==> src/rtl/rp_pkg.sv <==
package rp_pkg;
  localparam int NDISK  = 5;
  localparam int DIDX_W = 3;

  typedef logic [DIDX_W-1:0] didx_t;

  typedef enum logic [1:0] {
    SL_IDLE,
    SL_READ,
    SL_WRITE,
    SL_FIN
  } slot_st_e;
endpackage

==> src/rtl/rp_stripe_map.sv <==
module rp_stripe_map
  import rp_pkg::*;
#(
  parameter int LBA_W = 6,
  localparam int SA_W = LBA_W - 2
) (
  input  logic [LBA_W-1:0] lba,
  output logic [SA_W-1:0]  stripe,
  output didx_t            ddisk,
  output didx_t            pdisk,
  output logic [NDISK-1:0] dmask
);
  logic [31:0] rot;
  didx_t       kpos;

  always_comb begin
    stripe = lba[LBA_W-1:2];
    rot    = 32'(stripe) % 32'(NDISK);
    // parity walks downward one disk per stripe
    pdisk  = didx_t'(32'(NDISK - 1) - rot);
    kpos   = {1'b0, lba[1:0]};
    // data blocks skip over the parity disk
    ddisk  = (kpos < pdisk) ? kpos : didx_t'(kpos + didx_t'(1));
    dmask  = (NDISK'(1) << ddisk) | (NDISK'(1) << pdisk);
  end
endmodule

==> src/rtl/rp_rmw_slot.sv <==
module rp_rmw_slot
  import rp_pkg::*;
#(
  parameter int DW   = 16,
  parameter int SA_W = 4
) (
  input  logic             clk,
  input  logic             rst_n,
  input  logic             start,
  input  logic [SA_W-1:0]  st_stripe,
  input  didx_t            st_dd,
  input  didx_t            st_pd,
  input  logic [DW-1:0]    st_data,
  input  logic             ack_d,
  input  logic             ack_p,
  input  logic [DW-1:0]    rdata_d,
  input  logic [DW-1:0]    rdata_p,
  output logic             busy,
  output logic [NDISK-1:0] mask,
  output didx_t            dd,
  output didx_t            pd,
  output logic [SA_W-1:0]  stripe,
  output logic             req_d,
  output logic             req_p,
  output logic             we,
  output logic [DW-1:0]    wdata_d,
  output logic [DW-1:0]    wdata_p,
  output logic             done
);
  slot_st_e        state_q, state_d;
  logic            gotd_q, gotd_d, gotp_q, gotp_d;
  logic            load_en, capd_en, capp_en;
  logic [SA_W-1:0] stripe_q;
  didx_t           dd_q, pd_q;
  logic [DW-1:0]   new_q, oldd_q, oldp_q;
  logic            active;

  // request outputs depend only on registered state
  always_comb begin
    active  = (state_q == SL_READ) || (state_q == SL_WRITE);
    req_d   = active && !gotd_q;
    req_p   = active && !gotp_q;
    we      = (state_q == SL_WRITE);
    busy    = (state_q != SL_IDLE);
    done    = (state_q == SL_FIN);
    dd      = dd_q;
    pd      = pd_q;
    stripe  = stripe_q;
    wdata_d = new_q;
    wdata_p = oldp_q ^ oldd_q ^ new_q;
    mask    = busy ? ((NDISK'(1) << dd_q) | (NDISK'(1) << pd_q)) : '0;
  end

  // next-state logic
  always_comb begin
    state_d = state_q;
    gotd_d  = gotd_q;
    gotp_d  = gotp_q;
    load_en = 1'b0;
    capd_en = 1'b0;
    capp_en = 1'b0;
    unique case (state_q)
      SL_IDLE: begin
        if (start) begin
          state_d = SL_READ;
          load_en = 1'b1;
          gotd_d  = 1'b0;
          gotp_d  = 1'b0;
        end
      end
      SL_READ, SL_WRITE: begin
        if (req_d && ack_d) begin
          gotd_d  = 1'b1;
          capd_en = (state_q == SL_READ);
        end
        if (req_p && ack_p) begin
          gotp_d  = 1'b1;
          capp_en = (state_q == SL_READ);
        end
        if ((gotd_q || (req_d && ack_d)) && (gotp_q || (req_p && ack_p))) begin
          state_d = (state_q == SL_READ) ? SL_WRITE : SL_FIN;
          gotd_d  = 1'b0;
          gotp_d  = 1'b0;
        end
      end
      SL_FIN: state_d = SL_IDLE;
      default: state_d = SL_IDLE;
    endcase
  end

  always_ff @(posedge clk or negedge rst_n) begin
    if (!rst_n) begin
      state_q <= SL_IDLE;
      gotd_q  <= 1'b0;
      gotp_q  <= 1'b0;
    end else begin
      state_q <= state_d;
      gotd_q  <= gotd_d;
      gotp_q  <= gotp_d;
    end
  end

  // datapath registers: explicit enables, no reset needed
  always_ff @(posedge clk) begin
    if (load_en) begin
      stripe_q <= st_stripe;
      dd_q     <= st_dd;
      pd_q     <= st_pd;
      new_q    <= st_data;
    end
    if (capd_en) oldd_q <= rdata_d;
    if (capp_en) oldp_q <= rdata_p;
  end
endmodule

==> src/rtl/rp_disk_xbar.sv <==
module rp_disk_xbar
  import rp_pkg::*;
#(
  parameter int DW    = 16,
  parameter int SA_W  = 4,
  parameter int NSLOT = 2
) (
  input  logic [NSLOT-1:0]                 sl_req_d,
  input  logic [NSLOT-1:0]                 sl_req_p,
  input  logic [NSLOT-1:0]                 sl_we,
  input  logic [NSLOT-1:0][DIDX_W-1:0]     sl_dd,
  input  logic [NSLOT-1:0][DIDX_W-1:0]     sl_pd,
  input  logic [NSLOT-1:0][SA_W-1:0]       sl_stripe,
  input  logic [NSLOT-1:0][DW-1:0]         sl_wdd,
  input  logic [NSLOT-1:0][DW-1:0]         sl_wdp,
  output logic [NSLOT-1:0]                 sl_ack_d,
  output logic [NSLOT-1:0]                 sl_ack_p,
  output logic [NSLOT-1:0][DW-1:0]         sl_rdd,
  output logic [NSLOT-1:0][DW-1:0]         sl_rdp,
  output logic [NDISK-1:0]                 x_req,
  output logic [NDISK-1:0]                 x_we,
  output logic [NDISK-1:0][SA_W-1:0]       x_addr,
  output logic [NDISK-1:0][DW-1:0]         x_wd,
  input  logic [NDISK-1:0]                 x_ack,
  input  logic [NDISK-1:0][DW-1:0]         x_rd
);
  // admission keeps slot disk sets disjoint, so each disk has one owner
  always_comb begin
    x_req  = '0;
    x_we   = '0;
    x_addr = '0;
    x_wd   = '0;
    for (int i = 0; i < NDISK; i++) begin
      for (int j = 0; j < NSLOT; j++) begin
        if (sl_req_d[j] && (sl_dd[j] == DIDX_W'(i))) begin
          x_req[i]  = 1'b1;
          x_we[i]   = sl_we[j];
          x_addr[i] = sl_stripe[j];
          x_wd[i]   = sl_wdd[j];
        end
        if (sl_req_p[j] && (sl_pd[j] == DIDX_W'(i))) begin
          x_req[i]  = 1'b1;
          x_we[i]   = sl_we[j];
          x_addr[i] = sl_stripe[j];
          x_wd[i]   = sl_wdp[j];
        end
      end
    end
  end

  always_comb begin
    for (int j = 0; j < NSLOT; j++) begin
      sl_ack_d[j] = x_ack[sl_dd[j]];
      sl_ack_p[j] = x_ack[sl_pd[j]];
      sl_rdd[j]   = x_rd[sl_dd[j]];
      sl_rdp[j]   = x_rd[sl_pd[j]];
    end
  end
endmodule

==> src/rtl/rp_stripe_writer.sv <==
module rp_stripe_writer
  import rp_pkg::*;
#(
  parameter int DW    = 16,
  parameter int LBA_W = 6,
  parameter int NSLOT = 2,
  localparam int SA_W = LBA_W - 2
) (
  input  logic                   clk,
  input  logic                   rst_n,
  input  logic                   wr_valid,
  input  logic [LBA_W-1:0]       wr_lba,
  input  logic [DW-1:0]          wr_data,
  output logic                   wr_ready,
  output logic [NSLOT-1:0]       wr_done,
  output logic [NDISK-1:0]       disk_req,
  output logic [NDISK-1:0]       disk_we,
  output logic [NDISK*SA_W-1:0]  disk_addr,
  output logic [NDISK*DW-1:0]    disk_wdata,
  input  logic [NDISK-1:0]       disk_ack,
  input  logic [NDISK*DW-1:0]    disk_rdata
);
  logic rst_meta_q, rst_sync_n;

  always_ff @(posedge clk or negedge rst_n) begin
    if (!rst_n) begin
      rst_meta_q <= 1'b0;
      rst_sync_n <= 1'b0;
    end else begin
      rst_meta_q <= 1'b1;
      rst_sync_n <= rst_meta_q;
    end
  end

  logic [SA_W-1:0]  in_stripe;
  didx_t            in_dd, in_pd;
  logic [NDISK-1:0] in_mask;

  rp_stripe_map #(.LBA_W(LBA_W)) u_map (
    .lba(wr_lba), .stripe(in_stripe), .ddisk(in_dd), .pdisk(in_pd), .dmask(in_mask)
  );

  logic [NSLOT-1:0]             sl_busy, sl_start, sl_req_d, sl_req_p, sl_we, sl_done;
  logic [NSLOT-1:0]             sl_ack_d, sl_ack_p, sel_oh;
  logic [NSLOT-1:0][DIDX_W-1:0] sl_dd, sl_pd;
  logic [NSLOT-1:0][SA_W-1:0]   sl_stripe;
  logic [NSLOT-1:0][DW-1:0]     sl_wdd, sl_wdp, sl_rdd, sl_rdp;
  logic [NSLOT-1:0][NDISK-1:0]  slot_mask;
  logic [NDISK-1:0]             busy_disks;
  logic                         have_idle, accept;

  // admission: lowest idle engine, disjoint disk pair
  always_comb begin
    sel_oh     = '0;
    have_idle  = 1'b0;
    busy_disks = '0;
    for (int j = 0; j < NSLOT; j++) begin
      busy_disks = busy_disks | slot_mask[j];
      if (!sl_busy[j] && !have_idle) begin
        sel_oh[j] = 1'b1;
        have_idle = 1'b1;
      end
    end
    wr_ready = have_idle && ((in_mask & busy_disks) == '0);
    accept   = wr_valid && wr_ready;
    sl_start = accept ? sel_oh : '0;
  end

  for (genvar j = 0; j < NSLOT; j++) begin : g_slot
    rp_rmw_slot #(.DW(DW), .SA_W(SA_W)) u_slot (
      .clk      (clk),
      .rst_n    (rst_sync_n),
      .start    (sl_start[j]),
      .st_stripe(in_stripe),
      .st_dd    (in_dd),
      .st_pd    (in_pd),
      .st_data  (wr_data),
      .ack_d    (sl_ack_d[j]),
      .ack_p    (sl_ack_p[j]),
      .rdata_d  (sl_rdd[j]),
      .rdata_p  (sl_rdp[j]),
      .busy     (sl_busy[j]),
      .mask     (slot_mask[j]),
      .dd       (sl_dd[j]),
      .pd       (sl_pd[j]),
      .stripe   (sl_stripe[j]),
      .req_d    (sl_req_d[j]),
      .req_p    (sl_req_p[j]),
      .we       (sl_we[j]),
      .wdata_d  (sl_wdd[j]),
      .wdata_p  (sl_wdp[j]),
      .done     (sl_done[j])
    );
  end

  logic [NDISK-1:0][SA_W-1:0] x_addr;
  logic [NDISK-1:0][DW-1:0]   x_wd, x_rd;

  assign x_rd = disk_rdata;

  rp_disk_xbar #(.DW(DW), .SA_W(SA_W), .NSLOT(NSLOT)) u_xbar (
    .sl_req_d (sl_req_d),
    .sl_req_p (sl_req_p),
    .sl_we    (sl_we),
    .sl_dd    (sl_dd),
    .sl_pd    (sl_pd),
    .sl_stripe(sl_stripe),
    .sl_wdd   (sl_wdd),
    .sl_wdp   (sl_wdp),
    .sl_ack_d (sl_ack_d),
    .sl_ack_p (sl_ack_p),
    .sl_rdd   (sl_rdd),
    .sl_rdp   (sl_rdp),
    .x_req    (disk_req),
    .x_we     (disk_we),
    .x_addr   (x_addr),
    .x_wd     (x_wd),
    .x_ack    (disk_ack),
    .x_rd     (x_rd)
  );

  assign disk_addr  = x_addr;
  assign disk_wdata = x_wd;
  assign wr_done    = sl_done;
endmodule

==> config.mk <==
export PLATFORM = sky130hd
export DESIGN_NAME = rp_stripe_writer
export DESIGN_NICKNAME = d
export VERILOG_FILES = /design/src/rtl/rp_pkg.sv /design/src/rtl/rp_stripe_map.sv /design/src/rtl/rp_rmw_slot.sv /design/src/rtl/rp_disk_xbar.sv /design/src/rtl/rp_stripe_writer.sv
export SDC_FILE = /design/constraint.sdc
export NUM_CORES = 1
export LEC_CHECK = 0
export BUFFER_PORTS_ARGS = -buffer_cell sky130_fd_sc_hd__buf_2
export CORE_ASPECT_RATIO = 2
export CORE_MARGIN = 10
export CORE_UTILIZATION = 55
export CTS_CLUSTER_DIAMETER = 100
export DETAILED_ROUTE_END_ITERATION = 12
export GPL_ROUTABILITY_DRIVEN = 0
export GPL_TIMING_DRIVEN = 0
export PLACE_DENSITY = 0.77
export SLEW_MARGIN = 20
export SYNTH_ARGS = -nofsm -noshare
export SYNTH_HDL_FRONTEND = slang
export SYNTH_HIERARCHICAL = 1
export SYNTH_SLANG_ARGS = --single-unit
==> constraint.sdc <==
create_clock -name clk -period 4.45 [get_ports clk]
set_input_delay 0.445 -clock clk [delete_from_list [all_inputs] [get_ports clk]]
set_output_delay 0.445 -clock clk [all_outputs]
set_load 0.02 [all_outputs]
### Word-level counts from Yosys, hierarchy flattened

Index checks and enable logic that the tools add are counted.

* input port bits: 110
* output and inout bits: 113
* latch bits: 0
* register bits: 126
* memories kept: 0
* memory bits (writable): 0
* ROM bits: 0
* word-level logic and storage cells: 273

* order comparisons: 5
* reduce and logical (&&, ||, !) cells: 63
* equality and inequality tests: 30
* mux-type cells: 137
* shift operators: 6
* add/subtract/negate cells: 2
* $mul: 0
* divide/modulo/power cells: 1
* bitwise operators: 9

Operators with widths (number)
* 16-bit two-way mux: 24
* 16-bit binary-select mux with 3-bit select: 4
* 4-bit two-way mux: 20
* 1-bit two-way mux: 71
* 16-bit bitwise XOR: 4
* 1-bit logical AND: 33
* 4-bit by 3-bit remainder unit with 32-bit output, second input constant: 1
* 1-bit by 3-bit left shift with 5-bit output, first input constant: 6
* 3-bit by 2-bit == test with 1-bit output, second input constant: 8
* 5-bit bitwise OR: 4
* 3-bit by 4-bit < comparator with 1-bit output, second input constant: 4
* 1-bit binary-select mux with 3-bit select: 4
* 3-bit by 1-bit == test with 1-bit output, second input constant: 4
* 3-bit == test, second input constant: 4
* 3-bit logical NOT: 4
* 3-bit by 1-bit != test with 1-bit output, second input constant: 4
* 2-bit one-hot mux with 3 select lines: 2
* 3-bit AND reduction: 4
* 2-bit two-way mux: 5
* 5-bit two-way mux: 2
* 2-bit == test, second input constant: 4
* 1-bit one-hot mux with 2 select lines: 4
* 2-bit nonzero test: 4
* 1-bit logical OR: 6
* 13 further kinds: 23

### Depth between registers and ports, before layout

* depth after elaboration: 13
* mapped depth: 26
* gate-level depth less buffers: 26

### Hierarchy

The synthesis kept the hierarchy.

Modules (own cells, without submodules)
* rp_disk_xbar: seq. area each 0.0 um^2, times used 1, area each 5814.3 um^2, cells an instance 796
* rp_rmw_slot: seq. area each 1841.8 um^2, times used 2, area each 2457.4 um^2, cells an instance 142
* rp_stripe_map: seq. area each 0.0 um^2, times used 1, area each 590.6 um^2, cells an instance 76
* rp_stripe_writer: seq. area each 50.0 um^2, times used 1, area each 142.6 um^2, cells an instance 14

### Worst setup path after synthesis

Ideal clock, no wire load.

* kind: input -> register
* from: input port wr_lba[4]
* to: register g_slot[0].u_slot.dd_q[0], enable pin
* path slack: -0.623 ns
* buffers on the path: 0
* library setup time: 0.385 ns
* required time: 4.065 ns
* arrival time: 4.688 ns
* cell stages on the path: 22
* cells stage by stage: inv_1 > ha_1 > nor2_1 > nor3b_1 > a21oi_1 > ha_1 > inv_1 > nor2_1 > o21ai_4 > xnor2_2 > inv_1 > ha_1 > inv_1 > ha_1 > or2_2 > and4_1 > o211ai_1 > o211ai_1 > o21ai_2 > nand3_2 > nor4b_2 > and2_1

* longest elaborated chain between the ends: 13
* elaborated cells on any way between the ends: 14
* classes of those cells: 1 x add/sub; 1 x div; 1 x order compare; 2 x shift; 4 x mux; 2 x bitwise; 3 x reduce/logical

RTL lines
* start: declaration: RTL line rp_stripe_writer.sv:12 `input logic [LBA_W-1:0] wr_lba,`
* 4-bit by 3-bit remainder unit with 32-bit output *: RTL line rp_stripe_map.sv:18 `rot = 32'(stripe) % 32'(NDISK);`
* 3-bit subtractor *: RTL line rp_stripe_map.sv:20 `pdisk = didx_t'(32'(NDISK - 1) - rot);`
* named net in_pd[0]: RTL line rp_stripe_writer.sv:36 `didx_t in_dd, in_pd;`
* 2-bit by 3-bit < comparator with 1-bit output: RTL line rp_stripe_map.sv:23 `ddisk = (kpos < pdisk) ? kpos : didx_t'(kpos + didx_t'(1));`
* 3-bit two-way mux: RTL line rp_stripe_map.sv:23
* 1-bit by 3-bit left shift with 5-bit output: RTL line rp_stripe_map.sv:24 `dmask = (NDISK'(1) << ddisk) | (NDISK'(1) << pdisk);`
* 5-bit bitwise OR *: RTL line rp_stripe_map.sv:24
* named net in_mask[3]: RTL line rp_stripe_writer.sv:37 `logic [NDISK-1:0] in_mask;`
* 5-bit bitwise AND *: RTL line rp_stripe_writer.sv:64 `wr_ready = have_idle && ((in_mask & busy_disks) == '0);`
* 5-bit logical NOT *: RTL line rp_stripe_writer.sv:64
* 1-bit logical AND *: RTL line rp_stripe_writer.sv:64
* 1-bit logical AND *: RTL line rp_stripe_writer.sv:65 `accept = wr_valid && wr_ready;`
* 2-bit two-way mux *: RTL line rp_stripe_writer.sv:66 `sl_start = accept ? sel_oh : '0;`
* named net sl_start[0]: RTL line rp_stripe_writer.sv:43 `logic [NSLOT-1:0] sl_busy, sl_start, sl_req_d, sl_req_p, sl_we, sl_done;`
* 1-bit two-way mux *: RTL line rp_rmw_slot.sv:64 `if (start) begin`
* 1-bit two-way mux *: RTL line rp_rmw_slot.sv:62 `unique case (state_q)`
* named net g_slot[0].u_slot.load_en: RTL line rp_rmw_slot.sv:32 `logic load_en, capd_en, capp_en;`
* end signal: assignment: RTL line rp_rmw_slot.sv:107 `dd_q <= st_dd;`
* end: declaration: RTL line rp_rmw_slot.sv:34 `didx_t dd_q, pd_q;`

The timed path passes the listed nets; every way through them passes the cells marked *.
A chain may end at the register's enable or synchronous reset.

### Worst setup path after layout

* from: register g_slot[1].u_slot.state_q[1]
* to: output port disk_wdata[68]

* elaborated cells on any way between the ends: 9
* classes of those cells: 2 x eq/ne; 2 x mux; 5 x reduce/logical

RTL lines
* start: declaration: RTL line rp_rmw_slot.sv:30 `slot_st_e state_q, state_d;`
* start signal: assignment: RTL line rp_rmw_slot.sv:97 `state_q <= state_d;`
* 2-bit by 1-bit == test with 1-bit output / 2-bit == test (equally long branches): RTL line rp_rmw_slot.sv:40 `active = (state_q == SL_READ) || (state_q == SL_WRITE);`
* 1-bit logical OR *: RTL line rp_rmw_slot.sv:40
* 1-bit logical AND *: RTL line rp_rmw_slot.sv:42 `req_p = active && !gotp_q;`
* named net sl_req_p[1]: RTL line rp_stripe_writer.sv:43
* 1-bit logical AND *: RTL line rp_disk_xbar.sv:41 `if (sl_req_p[j] && (sl_pd[j] == DIDX_W'(i))) begin`
* 16-bit two-way mux *: RTL line rp_disk_xbar.sv:41
* end: declaration: RTL line rp_stripe_writer.sv:19 `output logic [NDISK*DW-1:0] disk_wdata,`

Marked as above.

==> run summary <==
Worst setup EP type: output pin
Worst-skew pair later-pin latency: 0.44 ns
Final net count: 1564
R2r endpoint: g_slot[1].u_slot/oldp_q[2]$_DFFE_PP_
DRT iter0 DRCs: 2114
Final Power: 6.444 mW
Row count: 74
Placed cell area: 12940 µm²
CP max stage delay: 0.65 ns
Combinational share of power: 53.1%
Int Pwr: 3.610 mW
Max clock buf depth: 2
WP data arrival: 3.95 ns
Slowest cell on the critical path: nor2b_1
Mapped Cells: 1170
CTS tree: done
Gr ovfl total: 0
Synth Flop Type: edfxtp_1
Vias per cell: 7.019
Final Skew: 0.01459 ns
Clock Sinks: 126
Share of post-route cells with drive strength above 1: 32.27%
FFs w/ async S/R, synth: 7.937%
I/O pin total: 223
DP Worst Slack: -0.9246 ns
Distinct cells, synth: 71
Worst-path fanout max: 11
Tot GR Track Use: 34.65%
Final WL: 48410 µm
Per-cell routed wire length: 28.18 µm
Most frequent cells in the layout: buf_2, edfxtp_1, nor2_1, inv_1, a211oi_1
Cell area power density: 461.5 nW/µm²
Worst R2R Path Depth: 6
CTS H-Tree Depth: 4
Die Y: 224.2 µm
Critical path class: flop to output pin
Fin Hold WS: 0.1291 ns
Router iterations before antenna repair: 8
Worst Setup SP: g_slot[1].u_slot/state_q[1]$_DFFE_PN0P_
Net Sw Frac: 43.97%
Final min period: 4.399 ns
Worst setup margin: 0.05103 ns
Critical Path RT: 4.01 ns
Period utilization: 98.85%
Clock power share: 22.7%
Least-Margin Pin Slew: 1.220 ns
Inserted Clock Buffers: 17
Worst reg2reg path startpoint: g_slot[1].u_slot/pd[2]$_DFFE_PP_
Synthesized cell area: 11460 µm²
Max Fclk: 0.2273 GHz
Synthesized Nets: 1300
Slew Limit Fails: 0
Leakage: 5.487 nW
Synth Warn #: 6
Design Area, Final: 13960 µm²
Area growth syn-to-layout: 21.82%
Final number of hold-violating endpoints: 0
Post-route insts no fill: 1718
Most used cell along the critical path: buf_2
Worst Setup EP: disk_wdata[68]
Residual DRC: 0
Register bit total from synthesis: 126
Die width: 122.1 µm
Total number of vias: 12060
Core Area: 20460 µm²
Initial antenna violation count: 4
R2R Setup Slk: 0.82 ns
Area fraction of the dominant cell type after synthesis: 30.39%
First-pass GRT wire length: 71530 µm
Post-route ant nets: 0
Crit-path cells: inv_1 > ha_1 > buf_6 > nor2b_1 > and4bb_2 > buf_2 > clkbuf_1 > a211oi_1 > a221oi_1 > buf_2
Placed Cells: 1658
Seq/Total Area, Yosys: 32.57%
Final Setup Violations: 0
Slew margin rel.: 18.10%
Largest cells by area after synthesis: edfxtp_1, mux4_2, a211oi_1, a221oi_1, xnor2_1
Reg power frac: 24.2%
Largest area contributor in the netlist: edfxtp_1
Clock Pin Slew Worst Setup and Hold Paths: 0.06 ns
Commonest non-fill, non-tap cell in the layout: buf_2
HP Class: flop to asynchronous set/reset pin
Clock root buffer: clkbuf_16
Die ar.: 27370 µm²
Largest net degree at the start of global routing: 17
DP Wirelength: 34620 µm
Vias in the first global route: 11940
Post-synth EDFFs: 116
Initial Util: 56.02%
Worst Setup Start Kind: flop
NetSw: 2.834 mW
Status: finished, final reports clean
Max Cap Viol: 0
Peak supply drop: 0.0004444 V
Synth Area per Inst: 9.797 µm²
Port bufs: 222
-- area by class of cell --
cell class / count / area [µm²]
antenna: 5 / 12.51
sequential: 126 / 3734
tap: 266 / 332.8
clock inverter: 14 / 180.2
inverter: 101 / 382.9
fill: 1635 / 6499
buffer: 115 / 563.0
timing repair buffer: 241 / 1323
clock buffer: 18 / 429.2
multi-input combinational: 832 / 7007
-- through the flow --
stage	util, %	setup TNS, ns
CTS	67.13	0
detailed placement	63.26	-51.87
global placement	63.26	-48.20
finish	68.24	0
global route	68.23	-0.3626
floorplan	-	0
-- synthesized netlist by cell type (6+ instances only) --
library cell,instances
nand2_1,76
a221oi_2,10
a211oi_1,86
nand3_1,78
nand4bb_1,8
inv_1,100
edfxtp_1,116
a221oi_1,67
nor3b_1,9
a22o_1,25
nor2b_1,6
and2_1,10
o21ai_0,71
buf_2,34
a21oi_1,13
mux4_2,68
buf_6,6
clkbuf_1,64
dfrtp_1,10
ha_1,20
mux2i_1,8
or2_2,6
nor2_1,104
xnor2_1,64
buf_4,7
nor4bb_1,11
nor3b_2,8
-- registers in the layout (all words and copies together) (netlist names) --
name and count:
g_slot.u_slot/oldd_q 32, g_slot.u_slot/oldp_q 32, g_slot.u_slot/wdata_d 32, g_slot.u_slot/stripe 8, g_slot.u_slot/dd 6, g_slot.u_slot/pd 6, g_slot.u_slot/state_q 4, g_slot.u_slot/gotd_q 2
g_slot.u_slot/gotp_q 2, rst_meta_q 1, rst_sync_n 1
-- how the worst min path moves through the flow --
stage / startpoint / endpoint / slack [ns] / cells past startpoint
after floorplan: rst_sync_n$_DFF_PN0_ / g_slot[0].u_slot/gotd_q$_DFFE_PN0P_ / 0.09 / 0
after global placement: rst_sync_n$_DFF_PN0_ / g_slot[1].u_slot/gotd_q$_DFFE_PN0P_ / 0.14 / 0
after detailed placement: rst_sync_n$_DFF_PN0_ / g_slot[1].u_slot/gotd_q$_DFFE_PN0P_ / 0.14 / 0
after CTS: rst_sync_n$_DFF_PN0_ / g_slot[1].u_slot/state_q[0]$_DFFE_PN0P_ / 0.14 / 0
after global routing: rst_sync_n$_DFF_PN0_ / g_slot[1].u_slot/state_q[0]$_DFFE_PN0P_ / 0.16 / 0
final: rst_sync_n$_DFF_PN0_ / g_slot[1].u_slot/state_q[0]$_DFFE_PN0P_ / 0.13 / 0
-- power by group through the flow --
| stage | registers (mW) | logic, mW | clock network, mW |
|---|---|---|---|
| after CTS | 1.55 | 3.23 | 1.46 |
| after global routing | 1.57 | 3.59 | 1.51 |
| after floorplan | 1.55 | 2.14 | 0 |
| after global placement | 1.57 | 3.10 | 0 |
| final | 1.56 | 3.42 | 1.46 |
| after detailed placement | 1.58 | 3.15 | 0 |
-- worst max-delay path: cells and delay by family (launching register included) --
kind,cells,cell delay (ns)
buffers and inverters,5,1.20
adder cells (fa/ha/maj),1,0.30
AO/OA/AOI/OAI,2,0.66
flip-flops,1,0.40
AND/OR/NAND/NOR,2,0.97
-- layer usage --
metal  up-vias  share of wire, %  global-route usage, %
met5         -                 0                      0
met4         0               9.5                  25.48
met3       321               9.8                  7.281
met2      1091                51                  60.14
met1      5653                30                  35.43
li1       4993                 -                      -
-- repair_timing --
action / CTS / global route
hold buffers: 1 / 0
cloned: 2 / 3
buffers inserted: 8 / 9
pin swaps: 11 / 14
gates resized for setup: 14 / 23
endpoints found under the hold margin: 2 / 0
setup endpoints to repair: 61 / 74
-- cells by family (layout without fill, tap and decap cells) --
| group | Yosys count | after routing | synth area share [%] |
|---|---|---|---|
| buffers and inverters | 216 | 489 | 8.220 |
| DFF | 126 | 126 | 32.57 |
| xor gates and xnor gates | 66 | 66 | 5.272 |
| muxes | 83 | 83 | 14.78 |
| and+or+nand+nor | 360 | 364 | 17.16 |
| adders and majority gates | 20 | 20 | 2.183 |
| other | 1 | 6 | 0.03272 |
| AOI/OAI and AO/OA | 298 | 298 | 19.78 |
Note: power is estimated with default switching activity, not from simulation.
